$ cat config.mk
export PLATFORM = sky130hd
export DESIGN_NAME = stage_weight_cal
export DESIGN_NICKNAME = d
export VERILOG_FILES = /design/src/rtl/stwcal_pkg.sv /design/src/rtl/stwcal_ram.sv /design/src/rtl/stwcal_recon.sv /design/src/rtl/stwcal_tree.sv /design/src/rtl/stwcal_fsm.sv /design/src/rtl/stage_weight_cal.sv
export SDC_FILE = /design/constraint.sdc
export NUM_CORES = 1
export LEC_CHECK = 0
export ABC_AREA = 1
export BUFFER_PORTS_ARGS = -buffer_cell sky130_fd_sc_hd__buf_2
export CORE_AREA = 3 3 164 166
export DETAILED_ROUTE_END_ITERATION = 6
export DIE_AREA = 0 0 167 169
export PLACE_DENSITY = 0.55
export SYNTH_ARGS = -nofsm -noshare
export SYNTH_HDL_FRONTEND = slang
export SYNTH_SLANG_ARGS = --single-unit
$ cat constraint.sdc
create_clock -name clk_i -period 7.25 [get_ports clk_i]
set_input_delay 1.45 -clock clk_i [delete_from_list [all_inputs] [get_ports clk_i]]
set_output_delay 1.45 -clock clk_i [all_outputs]
set_load 0.1 [all_outputs]
$ cat src/rtl/stwcal_pkg.sv
package stwcal_pkg;
  typedef enum logic [2:0] {
    CS_IDLE,
    CS_FORCE_LO,
    CS_HOLD_LO,
    CS_FORCE_HI,
    CS_HOLD_HI,
    CS_WRITE,
    CS_STEP,
    CS_FINISH
  } cal_state_e;
endpackage

$ cat src/rtl/stwcal_ram.sv
module stwcal_ram #(
  parameter int N_STAGES = 6,
  parameter int WGT_W    = 10,
  parameter int LAST_W   = 5,
  parameter int IDX_W    = 3
) (
  input  logic                               clk_i,
  input  logic                               rst_ni,
  input  logic                               we_i,
  input  logic [IDX_W-1:0]                   waddr_i,
  input  logic [WGT_W-1:0]                   wdata_i,
  output logic [N_STAGES-1:0][WGT_W-1:0]     weights_o
);

  for (genvar k = 0; k < N_STAGES; k++) begin : g_ent
    localparam int SHIFT = LAST_W + N_STAGES - 2 - k;
    logic [WGT_W-1:0] w_q;
    always_ff @(posedge clk_i or negedge rst_ni) begin
      if (!rst_ni)                                  w_q <= WGT_W'(1) << SHIFT;
      else if (we_i && (waddr_i == IDX_W'(k)))      w_q <= wdata_i;
    end
    assign weights_o[k] = w_q;
  end

endmodule

$ cat src/rtl/stwcal_recon.sv
// Backend reading: raw code plus stored weights of stages behind idx_i.
module stwcal_recon #(
  parameter int N_STAGES = 6,
  parameter int WGT_W    = 10,
  parameter int LAST_W   = 5,
  parameter int SUM_W    = 13,
  parameter int IDX_W    = 3
) (
  input  logic [N_STAGES-1:0][WGT_W-1:0] weights_i,
  input  logic [N_STAGES-1:0]            bits_i,
  input  logic [LAST_W-1:0]              last_i,
  input  logic [IDX_W-1:0]               idx_i,
  output logic [SUM_W-1:0]               sum_o
);

  always_comb begin
    sum_o = SUM_W'(last_i);
    for (int j = 0; j < N_STAGES; j++) begin
      if ((j > int'(idx_i)) && bits_i[j]) sum_o = sum_o + SUM_W'(weights_i[j]);
    end
  end

endmodule

$ cat src/rtl/stwcal_tree.sv
// Runtime sum: stage 1 registers selected terms, stage 2 registers their total.
module stwcal_tree #(
  parameter int N_STAGES = 6,
  parameter int WGT_W    = 10,
  parameter int LAST_W   = 5,
  parameter int SUM_W    = 13
) (
  input  logic                           clk_i,
  input  logic                           rst_ni,
  input  logic [N_STAGES-1:0][WGT_W-1:0] weights_i,
  input  logic [N_STAGES-1:0]            bits_i,
  input  logic [LAST_W-1:0]              last_i,
  output logic [SUM_W-1:0]               sum_o
);

  logic [N_STAGES-1:0][WGT_W-1:0] term_q;
  logic [LAST_W-1:0]              last_q;
  logic [SUM_W-1:0]               total;
  logic [SUM_W-1:0]               sum_q;

  for (genvar j = 0; j < N_STAGES; j++) begin : g_term
    always_ff @(posedge clk_i or negedge rst_ni) begin
      if (!rst_ni) term_q[j] <= '0;
      else         term_q[j] <= bits_i[j] ? weights_i[j] : '0;
    end
  end

  always_ff @(posedge clk_i or negedge rst_ni) begin
    if (!rst_ni) last_q <= '0;
    else         last_q <= last_i;
  end

  always_comb begin
    total = SUM_W'(last_q);
    for (int j = 0; j < N_STAGES; j++) total = total + SUM_W'(term_q[j]);
  end

  always_ff @(posedge clk_i or negedge rst_ni) begin
    if (!rst_ni) sum_q <= '0;
    else         sum_q <= total;
  end

  assign sum_o = sum_q;

endmodule

$ cat src/rtl/stwcal_fsm.sv
module stwcal_fsm
  import stwcal_pkg::*;
#(
  parameter int N_STAGES = 6,
  parameter int WGT_W    = 10,
  parameter int SUM_W    = 13,
  parameter int SETTLE_W = 4,
  parameter int IDX_W    = 3
) (
  input  logic                clk_i,
  input  logic                rst_ni,
  input  logic                start_i,
  input  logic [SETTLE_W-1:0] settle_i,
  input  logic                backend_valid_i,
  input  logic [SUM_W-1:0]    reading_i,
  output logic [IDX_W-1:0]    idx_o,
  output logic                we_o,
  output logic [WGT_W-1:0]    wdata_o,
  output logic [N_STAGES-1:0] force_sel_o,
  output logic                force_d_o,
  output logic                done_o,
  output cal_state_e          state_o
);

  localparam logic [IDX_W-1:0] LAST_IDX = IDX_W'(N_STAGES - 1);

  cal_state_e          state_q;
  logic [IDX_W-1:0]    idx_q;
  logic                armed_q;
  logic [SETTLE_W-1:0] cnt_q;
  logic                vld_q;
  logic [SUM_W-1:0]    rd_a_q;
  logic [SUM_W-1:0]    rd_b_q;

  logic rise;
  logic sample_now;
  logic holding;

  assign rise       = backend_valid_i && !vld_q;
  assign sample_now = armed_q && (cnt_q == settle_i);
  assign holding    = (state_q == CS_HOLD_LO) || (state_q == CS_HOLD_HI);

  always_ff @(posedge clk_i or negedge rst_ni) begin
    if (!rst_ni) vld_q <= 1'b0;
    else         vld_q <= backend_valid_i;
  end

  // settle counter, only live in the hold states
  always_ff @(posedge clk_i or negedge rst_ni) begin
    if (!rst_ni) begin
      armed_q <= 1'b0;
      cnt_q   <= '0;
    end else if (!holding || sample_now) begin
      armed_q <= 1'b0;
      cnt_q   <= '0;
    end else if (armed_q) begin
      cnt_q   <= cnt_q + 1'b1;
    end else if (rise) begin
      armed_q <= 1'b1;
      cnt_q   <= '0;
    end
  end

  always_ff @(posedge clk_i or negedge rst_ni) begin
    if (!rst_ni) begin
      state_q <= CS_IDLE;
      idx_q   <= '0;
      rd_a_q  <= '0;
      rd_b_q  <= '0;
    end else begin
      unique case (state_q)
        CS_IDLE, CS_FINISH: begin
          if (start_i) begin
            state_q <= CS_FORCE_LO;
            idx_q   <= LAST_IDX;
          end
        end
        CS_FORCE_LO: state_q <= CS_HOLD_LO;
        CS_HOLD_LO: begin
          if (sample_now) begin
            rd_a_q  <= reading_i;
            state_q <= CS_FORCE_HI;
          end
        end
        CS_FORCE_HI: state_q <= CS_HOLD_HI;
        CS_HOLD_HI: begin
          if (sample_now) begin
            rd_b_q  <= reading_i;
            state_q <= CS_WRITE;
          end
        end
        CS_WRITE: state_q <= CS_STEP;
        CS_STEP: begin
          if (idx_q == '0) begin
            state_q <= CS_FINISH;
          end else begin
            idx_q   <= idx_q - 1'b1;
            state_q <= CS_FORCE_LO;
          end
        end
        default: state_q <= CS_IDLE;
      endcase
    end
  end

  always_comb begin
    force_sel_o = '0;
    if ((state_q == CS_FORCE_LO) || (state_q == CS_HOLD_LO) ||
        (state_q == CS_FORCE_HI) || (state_q == CS_HOLD_HI))
      force_sel_o[idx_q] = 1'b1;
  end

  assign force_d_o = (state_q == CS_FORCE_HI) || (state_q == CS_HOLD_HI);
  assign done_o    = (state_q == CS_FINISH);
  assign we_o      = (state_q == CS_WRITE);
  assign wdata_o   = WGT_W'(rd_a_q - rd_b_q);
  assign idx_o     = idx_q;
  assign state_o   = state_q;

endmodule

$ cat src/rtl/stage_weight_cal.sv
module stage_weight_cal
  import stwcal_pkg::*;
#(
  parameter int N_STAGES = 6,
  parameter int LAST_W   = 5,
  parameter int WGT_W    = 10,
  parameter int SETTLE_W = 4,
  localparam int SUM_W   = WGT_W + $clog2(N_STAGES + 1),
  localparam int IDX_W   = (N_STAGES > 1) ? $clog2(N_STAGES) : 1
) (
  input  logic                clk_i,
  input  logic                rst_ni,
  input  logic                start_i,
  input  logic [SETTLE_W-1:0] settle_i,
  input  logic [N_STAGES-1:0] stage_bits_i,
  input  logic [LAST_W-1:0]   last_code_i,
  input  logic                backend_valid_i,
  output logic [N_STAGES-1:0] force_sel_o,
  output logic                force_d_o,
  output logic [SUM_W-1:0]    cal_out_o,
  output logic                done_o
);

  logic [N_STAGES-1:0][WGT_W-1:0] weights;
  logic [IDX_W-1:0]               cal_idx;
  logic                           wr_en;
  logic [WGT_W-1:0]               wr_data;
  logic [SUM_W-1:0]               reading;
  cal_state_e                     cal_state;

  stwcal_ram #(
    .N_STAGES(N_STAGES), .WGT_W(WGT_W), .LAST_W(LAST_W), .IDX_W(IDX_W)
  ) u_ram (
    .clk_i(clk_i), .rst_ni(rst_ni), .we_i(wr_en), .waddr_i(cal_idx),
    .wdata_i(wr_data), .weights_o(weights)
  );

  stwcal_recon #(
    .N_STAGES(N_STAGES), .WGT_W(WGT_W), .LAST_W(LAST_W), .SUM_W(SUM_W), .IDX_W(IDX_W)
  ) u_recon (
    .weights_i(weights), .bits_i(stage_bits_i), .last_i(last_code_i),
    .idx_i(cal_idx), .sum_o(reading)
  );

  stwcal_fsm #(
    .N_STAGES(N_STAGES), .WGT_W(WGT_W), .SUM_W(SUM_W), .SETTLE_W(SETTLE_W), .IDX_W(IDX_W)
  ) u_fsm (
    .clk_i(clk_i), .rst_ni(rst_ni), .start_i(start_i), .settle_i(settle_i),
    .backend_valid_i(backend_valid_i), .reading_i(reading), .idx_o(cal_idx),
    .we_o(wr_en), .wdata_o(wr_data), .force_sel_o(force_sel_o),
    .force_d_o(force_d_o), .done_o(done_o), .state_o(cal_state)
  );

  stwcal_tree #(
    .N_STAGES(N_STAGES), .WGT_W(WGT_W), .LAST_W(LAST_W), .SUM_W(SUM_W)
  ) u_tree (
    .clk_i(clk_i), .rst_ni(rst_ni), .weights_i(weights), .bits_i(stage_bits_i),
    .last_i(last_code_i), .sum_o(cal_out_o)
  );

endmodule

==> impl_metrics.tcl, run 1 <==
set metrics [dict create \
    outcome "complete, no violations" \
    antennaDiodeCount 0 \
    drt_pre_antenna_iters 5 \
    final_cell_count_no_fill 1708 \
    combinationalPowerShare_pct 48.2 \
    routed_wl_mm 27.1 \
    ant_nets 0 \
    gr-total-overflow 0 \
    syn-instance-count 1299 \
    cellLeakagePower_nw 6.74 \
    fin_tns_setup_ns 0 \
    ir_drop_worst_vdd_uv 459 \
    setup_ws_ns 0.527 \
    grt_setup_unrepaired "no" \
    tritoncts.num_buffers 17 \
    setup_viol_count_final 0 \
    dr.first_iter.drc_count 508 \
    cts.sinks 170 \
    avgViaCountPerCell 4.81 \
    slew_headroom_pct 24.5 \
    io_buffers 39 \
    synth_sequential_area_ratio_pct 39.7 \
    critPathMostFrequentCell "sky130_fd_sc_hd__nand2_1" \
    hold_path.class "flip-flop to flip-flop" \
    layout.cells.most_common_list "sky130_fd_sc_hd__nand2_1, sky130_fd_sc_hd__inv_1, sky130_fd_sc_hd__dfrtp_1" \
    starting_density_pct 41.6 \
    final_nets 1498 \
    layout-drive-gt1-share_pct 11.4 \
    final-max-slew-violation-count 0 \
    post_drt_wl_per_cell_um 15.9 \
    postSynthRegisterBits 170 \
    pre_cts_ws_ns -0.121 \
    n_fill_cell 2494 \
    floorplan.rows 59 \
    p_per_area_nw_per_um2 348 \
    post_cts_buffers 0 \
    p_r_area_growth_vs_syn_pct 12.7 \
    criticalPathCategory "primary input to flip-flop" \
    worst-path-max-fanout 5 \
    skew_ns 0.0174 \
    synth_area_um2 10700 \
    final_common_cell "sky130_fd_sc_hd__nand2_1" \
    final_report_hold_violation_count 0 \
    initial_antenna_violation_count 0 \
    synth.net_count 1437 \
    cts_tree "yes" \
    power.switching_fraction_pct 47.7 \
    number_of_levels_in_the_clock_h_tree 4 \
    critical_path.endpoint_type "flip-flop" \
    grt_pass1_wl_mm 44.4 \
    share_of_total_power_in_sequential_cells_pct 29.7 \
    die_height_um 169 \
    clock_network_fraction_of_design_power_pct 22.1 \
    remaining_drc_errors 0 \
    cp.arrival_ns 7.05 \
    cp_startpoint_kind "primary input" \
    finalWorstPathRequiredPeriod_ns 6.72 \
    core_um2 25800 \
    gp_congestion 0.893 \
    worstMarginPinSlew_ns 1.13 \
    syn_avg_cell_area_um2 8.26 \
    finalCritPeriodShare_pct 92.7 \
    grt_pass1_vias 8334 \
    synth_cell_type_count 49 \
    pin_count 40 \
    clk_pin_slew_worst_paths_ns 0.07 \
    drv_cap 0 \
    die_area_um2 28200 \
    fin_total_pwr_w 0.00421 \
    clk_root_buffer_cell "sky130_fd_sc_hd__clkbuf_16" \
    place_hpwl_mm 21.2 \
    worst_path_max_delay_cell "sky130_fd_sc_hd__fa_2" \
    clock.fmax_ghz 0.149 \
    total_global_route_track_usage_pct 20.2 \
    critPathRequiredTime_ns 7.57 \
    total_internal_power_w 0.00220 \
    cts-hold-fix-buffers 0 \
    clock_tree.buffer_depth 2 \
    numPlacedInstances 1676 \
    grt_max_degree 95 \
    routed-via-count 8212 \
    ys.warnings.count 0 \
    cpPeakStageDelay_ns 0.52 \
    die_w_um 167 \
    clk_latency_ns 0.44 \
    switchingPower_w 0.00201 \
]
## cell families (layout without fill, tap and decap cells)
kind of cell	after synthesis	count (layout)	synth area share (%)
DFF	170	170	39.7
muxes	3	3	0.303
adders and majority gates	119	119	17.2
xor gates and xnor gates	44	44	3.59
buffers and inverters	259	333	9.29
AOI/OAI and AO/OA	177	177	9.38
and+or+nand+nor	527	527	20.5
## power by group through the flow
stage	sequential, W	combinational (W)	clock, W
global placement	0.00126	0.00199	0
CTS	0.00125	0.00203	0.000950
finish	0.00125	0.00203	0.000932
global route	0.00127	0.00227	0.000992
detailed placement	0.00126	0.00202	0
floorplan	0.00137	0.00129	0
## stage by stage
step	utilization [%]	hold WS, ns	instance area (µm²)
after floorplan	-	0.436	10700
after global placement	44.3	0.452	11400
after detailed placement	44.3	0.452	11400
after CTS	46.7	0.464	12000
after global routing	46.9	0.490	12100
final	46.9	0.466	12100
## synth_stat cells, drive strengths merged
cell,n,area (µm²)
mux2i,1,10.0
buf,9,57.6
nand4,6,37.5
nand2,366,1400
dfrtp,164,4100
inv,238,893
a31oi,3,40.0
nand3b,4,30.0
o311ai,1,8.76
a22oi,1,7.51
o31a,1,8.76
a21o,5,37.5
dfstp,6,158
o2111ai,1,8.76
a21oi,50,254
o21a,1,7.51
clkbuf,11,41.3
nor3,10,66.3
xor2,28,245
and3,1,6.26
mux2,2,22.5
a211oi,3,22.5
fa,47,941
ha,72,901
nor2,51,204
o21bai,6,48.8
o22ai,1,6.26
a21boi,2,15.0
a41oi,1,8.76
or2,8,50.1
nand3,77,385
xnor2,16,140
clkinv,1,3.75
and2,4,25.0
o21ai,101,532
## layout make-up
| class | count | area, µm² | area share [%] |
|---|---|---|---|
| clock buffers | 17 | 425 | 3.52 |
| clock inverters | 15 | 175 | 1.45 |
| inverters | 239 | 897 | 7.42 |
| multi-input cells | 870 | 5540 | 45.8 |
| flip-flops and latches | 170 | 4260 | 35.2 |
| well taps | 335 | 419 | 3.47 |
| repair buffers | 62 | 374 | 3.09 |
## routing by layer
metal / wire length, µm / GRT usage [%] / part of all wire (%)
met5: 0 / 0 / 0
met4: 342 / 4.59 / 1.3
met3: 1010 / 3.32 / 3.7
met2: 12700 / 33.6 / 47
met1: 13100 / 27.8 / 48
## what timing repair did
item,in CTS,in global routing
endpoints found under the setup margin,0,7
endpoints found under the hold margin,0,0
gates resized for setup,0,15
## worst max-delay path: cells and delay by family
family | cells | cell delay (ns)
xor+xnor | 2 | 0.32
simple gates | 22 | 1.74
fa+ha+maj | 6 | 1.98
compound gates | 5 | 0.93
buf+inv | 8 | 0.65
## registers in the layout (all words and copies together), names as in the netlist
signal	count
u_tree.term_q	60
u_tree.last_q	5
u_fsm.idx_o	3
u_fsm.cnt_q	4
u_fsm.rd_b_q	10
u_fsm.armed_q	1
u_tree.sum_o	13
u_fsm.vld_q	1
u_ram.g_ent.w_q	60
u_fsm.state_o	3
u_fsm.rd_a_q	10
## worst paths after layout
path | startpoint | endpoint | slack [ns] | depth (start not counted)
min reg2reg | u_ram.g_ent[0].w_q[3]$_DFFE_PN0P_ | u_tree.term_q[3]$_DFF_PN0_ | 0.47 | 2
min | u_ram.g_ent[0].w_q[3]$_DFFE_PN0P_ | u_tree.term_q[3]$_DFF_PN0_ | 0.47 | 2
max in group asynchronous | rst_ni | u_ram.g_ent[5].w_q[5]$_DFFE_PN0P_ | 4.59 | 2
max | last_code_i[0] | u_fsm.rd_b_q[9]$_DFFE_PN0P_ | 0.53 | 43
max reg2reg | u_ram.g_ent[1].w_q[0]$_DFFE_PN0P_ | u_fsm.rd_b_q[9]$_DFFE_PN0P_ | 1.23 | 42
min in group asynchronous | rst_ni | u_tree.term_q[20]$_DFF_PN0_ | 1.09 | 1
No activity file was read; power rests on OpenSTA's default activity.
==> run 2, diff against run 1 <==
Settings changed: BUFFER_PORTS_ARGS -buffer_cell sky130_fd_sc_hd__buf_2 to unset, DONT_BUFFER_PORTS set to 1, PLACE_DENSITY 0.55 to 0.54.
==> impl_metrics.tcl, run 2 (synthesis results as in run 1) <==
set metrics [dict create \
    outcome "complete, no violations" \
    tritoncts.num_buffers 17 \
    area.sequential_um2 4260 \
    cellLeakagePower_nw 6.52 \
    drt_pre_antenna_iters 5 \
    die_area_um2 28200 \
    gr-total-overflow 0 \
    final_report_hold_violation_count 0 \
    critPathRequiredTime_ns 7.57 \
    setup_viol_count_final 0 \
    fin_total_pwr_w 0.00410 \
    clk_root_buffer_cell "sky130_fd_sc_hd__clkbuf_16" \
    postLayoutCellArea_um2 11800 \
    final_common_cell "sky130_fd_sc_hd__nand2_1" \
    antennaDiodeCount 0 \
    final_cell_count_no_fill 1656 \
    n_fill_cell 2587 \
    grt_pass1_wl_mm 43.6 \
    gp_congestion 0.918 \
    floorplan.rows 59 \
    pin_count 40 \
    layout.cells.most_common_list "sky130_fd_sc_hd__nand2_1, sky130_fd_sc_hd__inv_1, sky130_fd_sc_hd__dfrtp_1" \
    final-max-slew-violation-count 0 \
    clock_tree.buffer_depth 2 \
    post_dp_cell_area_um2 11200 \
    worstMarginPinSlew_ns 1.15 \
    core_um2 25800 \
    post_cts_buffers 0 \
    grt_pass1_vias 8005 \
    avgViaCountPerCell 4.86 \
    p_r_area_growth_vs_syn_pct 10.2 \
    initial_antenna_violation_count 0 \
    cts_tree "yes" \
    die_w_um 167 \
    p_per_area_nw_per_um2 347 \
    criticalPathCategory "primary input to flip-flop" \
    number_of_levels_in_the_clock_h_tree 4 \
    remaining_drc_errors 0 \
    cpPeakStageDelay_ns 0.41 \
    dr.first_iter.drc_count 483 \
    grt_setup_unrepaired "no" \
    hold_path.class "flip-flop to flip-flop" \
    cts_resized 0 \
    die_height_um 169 \
    worst_path_max_delay_cell "sky130_fd_sc_hd__fa_1" \
    skew_ns 0.0131 \
    clk_pin_slew_worst_paths_ns 0.08 \
    ir_drop_worst_vdd_uv 406 \
    place_hpwl_mm 21.0 \
    clock.fmax_ghz 0.149 \
    cts-hold-fix-buffers 0 \
    cts.sinks 170 \
    critical_path.endpoint_type "flip-flop" \
    grt_max_degree 171 \
    multi_input_area_um2 5510 \
    clk_latency_ns 0.43 \
    critPathMostFrequentCell "sky130_fd_sc_hd__nand2_1" \
    io_buffers 0 \
    layout-drive-gt1-share_pct 8.10 \
    cp.arrival_ns 7.02 \
    finalCritPeriodShare_pct 92.4 \
    worst-path-max-fanout 5 \
    numPlacedInstances 1624 \
    finish.utilization_pct 45.9 \
    fin_tns_setup_ns 0 \
    ant_nets 0 \
    final_nets 1446 \
    finalWorstPathRequiredPeriod_ns 6.70 \
    slew_headroom_pct 23.5 \
    routed_wl_mm 26.7 \
    drv_cap 0 \
    starting_density_pct 41.6 \
    routed-via-count 8049 \
    total_global_route_track_usage_pct 19.8 \
    cp_startpoint_kind "primary input" \
    post_drt_wl_per_cell_um 16.1 \
]
run 2: changes by cell type in the layout (fill, tap and decap cells not counted), sizes merged:
cell,before,now
buf,62,7
bufinv,0,1
clkbuf,17,20
clkinv,9,7
clkinvlp,1,3
inv,244,243
run 2: power breakdown:
| group | total, W | internal [W] | leakage, nW | switching, W |
|---|---|---|---|---|
| Clock | 0.000937 | 0.000493 | 0.284 | 0.000444 |
| Sequential | 0.00142 | 0.00110 | 2.29 | 0.000319 |
| Combinational | 0.00174 | 0.000588 | 3.94 | 0.00115 |
| Total | 0.00410 | 0.00218 | 6.52 | 0.00191 |
run 2: worst paths after layout:
check,startpoint,endpoint,slack [ns],cells after the start
hold reg to reg,u_ram.g_ent[0].w_q[0]$_DFFE_PN0P_,u_tree.term_q[0]$_DFF_PN0_,0.47,2
hold / removal,u_ram.g_ent[0].w_q[0]$_DFFE_PN0P_,u_tree.term_q[0]$_DFF_PN0_,0.47,2
max in group asynchronous,rst_ni,u_ram.g_ent[5].w_q[4]$_DFFE_PN1P_,6.19,0
min in group asynchronous,rst_ni,u_tree.last_q[3]$_DFF_PN0_,0.71,0
setup reg to reg,u_ram.g_ent[1].w_q[2]$_DFFE_PN0P_,u_fsm.rd_b_q[9]$_DFFE_PN0P_,1.11,42
setup / recovery,last_code_i[0],u_fsm.rd_b_q[9]$_DFFE_PN0P_,0.55,42
run 2: final cells by class:
class / instances / share of cell area (%)
clock inverter: 15 / 1.51
multi-input combinational: 870 / 46.6
tap: 335 / 3.55
clock buffer: 17 / 3.60
timing repair buffer: 10 / 1.08
inverter: 239 / 7.59
sequential: 170 / 36.1
run 2: worst max-delay path: cells and delay by family:
kind                     cells  cell delay [ns]
buffers and inverters        5             0.35
AND/OR/NAND/NOR             25             2.48
AO/OA/AOI/OAI                3             0.27
XOR/XNOR                     3             0.49
adder cells (fa/ha/maj)      6             1.99
run 2: stage by stage:
stage / hold WS, ns / setup WS [ns]
after floorplan: 0.436 / 0.541
after global placement: 0.456 / 0.0650
after detailed placement: 0.452 / -0.0184
after CTS: 0.464 / 0.415
after global routing: 0.491 / 0.00913
final: 0.466 / 0.549
run 2: routing by layer:
layer	part of all wire, %	global-route usage [%]	vias to the layer above	wire length [µm]
met1	50	28.4	3830	13300
li1	-	-	4073	-
met3	3.5	3.32	28	932
met5	0	0	-	0
met4	2.0	5.27	0	539
met2	45	31.4	118	12000
==> run 3, diff against run 2 <==
Settings changed: PLACE_DENSITY 0.54 to 0.56.
Clock period 7.25 ns to 5.45 ns, I/O delays scaled along.
==> impl_metrics.tcl, run 3 (synthesis results as in run 1) <==
set metrics [dict create \
    clk_pin_slew_worst_paths_ns 0.07 \
    remaining_drc_errors 0 \
    clock.fmax_ghz 0.172 \
    hold_path.class "primary input to asynchronous set/reset pin" \
    core_um2 25800 \
    tritoncts.num_buffers 17 \
    share_of_total_power_in_sequential_cells_pct 29.2 \
    total_global_route_track_usage_pct 21.3 \
    gp_congestion 0.924 \
    layout-drive-gt1-share_pct 27.0 \
    postLayoutCellArea_um2 14000 \
    final_nets 1613 \
    clock_tree.buffer_depth 2 \
    dr.first_iter.drc_count 553 \
    worst_path_max_delay_cell "sky130_fd_sc_hd__fa_2" \
    clk_latency_ns 0.44 \
    cpPeakStageDelay_ns 0.38 \
    die_area_um2 28200 \
    cp.arrival_ns 6.14 \
    routed-via-count 8815 \
    die_height_um 169 \
    routed_wl_mm 29.3 \
    p_r_area_growth_vs_syn_pct 30.1 \
    die_w_um 167 \
    final_report_hold_violation_count 0 \
    n_fill_cell 2259 \
    grt_pass1_vias 8811 \
    final-max-slew-violation-count 0 \
    ff2ff_path_depth 41 \
    initial_antenna_violation_count 0 \
    ant_nets 0 \
    drt_pre_antenna_iters 5 \
    final_common_cell "sky130_fd_sc_hd__nand2_1" \
    worstSetupStartpoint "last_code_i[0]" \
    fin_worst_hold_slack_ns 0.343 \
    ir_drop_worst_vdd_uv 422 \
    criticalPathCategory "primary input to flip-flop" \
    layout.cells.most_common_list "sky130_fd_sc_hd__nand2_1, sky130_fd_sc_hd__inv_1, sky130_fd_sc_hd__buf_4" \
    switchingPower_w 0.00293 \
    grt_setup_unrepaired "yes" \
    r2r_end "u_fsm.rd_b_q[9]$_DFFE_PN0P_" \
    cp_startpoint_kind "primary input" \
    critPathRequiredTime_ns 5.78 \
    slew_headroom_pct 24.1 \
    cts.sinks 170 \
    finalWorstPathRequiredPeriod_ns 5.81 \
    setup_viol_count_final 10 \
    clock_network_fraction_of_design_power_pct 19.4 \
    grt_pass1_wl_mm 46.9 \
    gr-total-overflow 0 \
    cts_tree "yes" \
    r2r-start "u_ram.g_ent[1].w_q[1]$_DFFE_PN0P_" \
    reg2reg_slack_ns -0.18 \
    skew_ns 0.0149 \
    pin_count 40 \
    worst-path-max-fanout 5 \
    io_buffers 0 \
    avgViaCountPerCell 4.84 \
    setup_ws_ns -0.359 \
    p_per_area_nw_per_um2 465 \
    critPathMostFrequentCell "sky130_fd_sc_hd__nand2_1" \
    drv_cap 0 \
    post_dp_cell_area_um2 12300 \
    number_of_levels_in_the_clock_h_tree 4 \
    critical_path.endpoint "u_fsm.rd_b_q[9]$_DFFE_PN0P_" \
    total_internal_power_w 0.00356 \
    critical_path.endpoint_type "flip-flop" \
    place_hpwl_mm 21.6 \
    outcome "finished with violations" \
    starting_density_pct 41.6 \
    cellLeakagePower_nw 7.49 \
    fin_total_pwr_w 0.00648 \
    combinationalPowerShare_pct 51.4 \
    power.switching_fraction_pct 45.1 \
    floorplan.rows 59 \
    finalCritPeriodShare_pct 107 \
    worstMarginPinSlew_ns 1.14 \
    grt_max_degree 171 \
    violations "negative setup slack" \
    pre_cts_ws_ns -0.855 \
    antennaDiodeCount 0 \
    clk_root_buffer_cell "sky130_fd_sc_hd__clkbuf_16" \
    post_drt_wl_per_cell_um 16.1 \
]
-- run 3: cell type report --
type | instances | area (µm²) | share of cell area [%]
Timing Repair Buffer | 177 | 1410 | 10.1
Clock inverter | 15 | 174 | 1.25
Inverter | 239 | 902 | 6.47
Multi-Input combinational cell | 870 | 6360 | 45.6
Tap cell | 335 | 419 | 3.00
Sequential cell | 170 | 4260 | 30.5
Clock buffer | 17 | 425 | 3.05
-- run 3: stage by stage --
step,utilization [%],instances,setup TNS [ns]
floorplan,-,1299,-1.79
global placement,47.6,1733,-7.73
detailed placement,47.6,1733,-8.38
CTS,52.4,1807,-1.01
global route,54.2,1823,-5.03
finish,54.2,1823,-2.04
-- run 3: power groups by stage --
stage	registers (W)	logic [W]	clock network [W]
2_1_floorplan	0.00184	0.00180	0
3_3_place_gp	0.00190	0.00283	0
3_5_place_dp	0.00191	0.00287	0
4_1_cts	0.00189	0.00312	0.00128
5_1_grt	0.00192	0.00369	0.00134
6_report	0.00189	0.00333	0.00126
-- run 3: routing by layer --
layer | up-vias | part of all wire [%] | GRT usage (%) | wire length (µm)
met2 | 166 | 47 | 35.3 | 13800
met4 | 0 | 1.8 | 4.81 | 527
li1 | 4414 | - | - | -
met1 | 4201 | 46 | 28.9 | 13600
met5 | - | 0 | 0 | 0
met3 | 34 | 4.9 | 4.53 | 1430
-- run 3: worst max-delay path, delay by kind of cell --
kind | cells | cell delay (ns)
adder cells (fa/ha/maj) | 6 | 1.62
XOR/XNOR | 4 | 0.70
AND/OR/NAND/NOR | 21 | 1.68
buffers and inverters | 6 | 0.32
AO/OA/AOI/OAI | 4 | 0.73
-- run 3: worst min-delay path by stage --
| stage | startpoint | to |
|---|---|---|
| 4_1_cts | rst_ni | u_tree.term_q[0]$_DFF_PN0_ |
| 3_5_place_dp | u_ram.g_ent[0].w_q[4]$_DFFE_PN0P_ | u_tree.term_q[4]$_DFF_PN0_ |
| 3_3_place_gp | u_ram.g_ent[0].w_q[4]$_DFFE_PN0P_ | u_tree.term_q[4]$_DFF_PN0_ |
| 2_1_floorplan | u_ram.g_ent[0].w_q[0]$_DFFE_PN0P_ | u_tree.term_q[0]$_DFF_PN0_ |
| 5_1_grt | rst_ni | u_ram.g_ent[2].w_q[0]$_DFFE_PN0P_ |
| 6_report | rst_ni | u_tree.term_q[22]$_DFF_PN0_ |
-- run 3: timing repair --
| item | 4_1_cts | 5_1_grt |
|---|---|---|
| hold endpoints to repair | 0 | 0 |
| setup endpoints to repair | 10 | 12 |
| pin swaps | 49 | 61 |
| gates cloned | 0 | 0 |
| gates resized for setup | 70 | 71 |
| setup buffers | 44 | 17 |
| hold buffers | 0 | 0 |
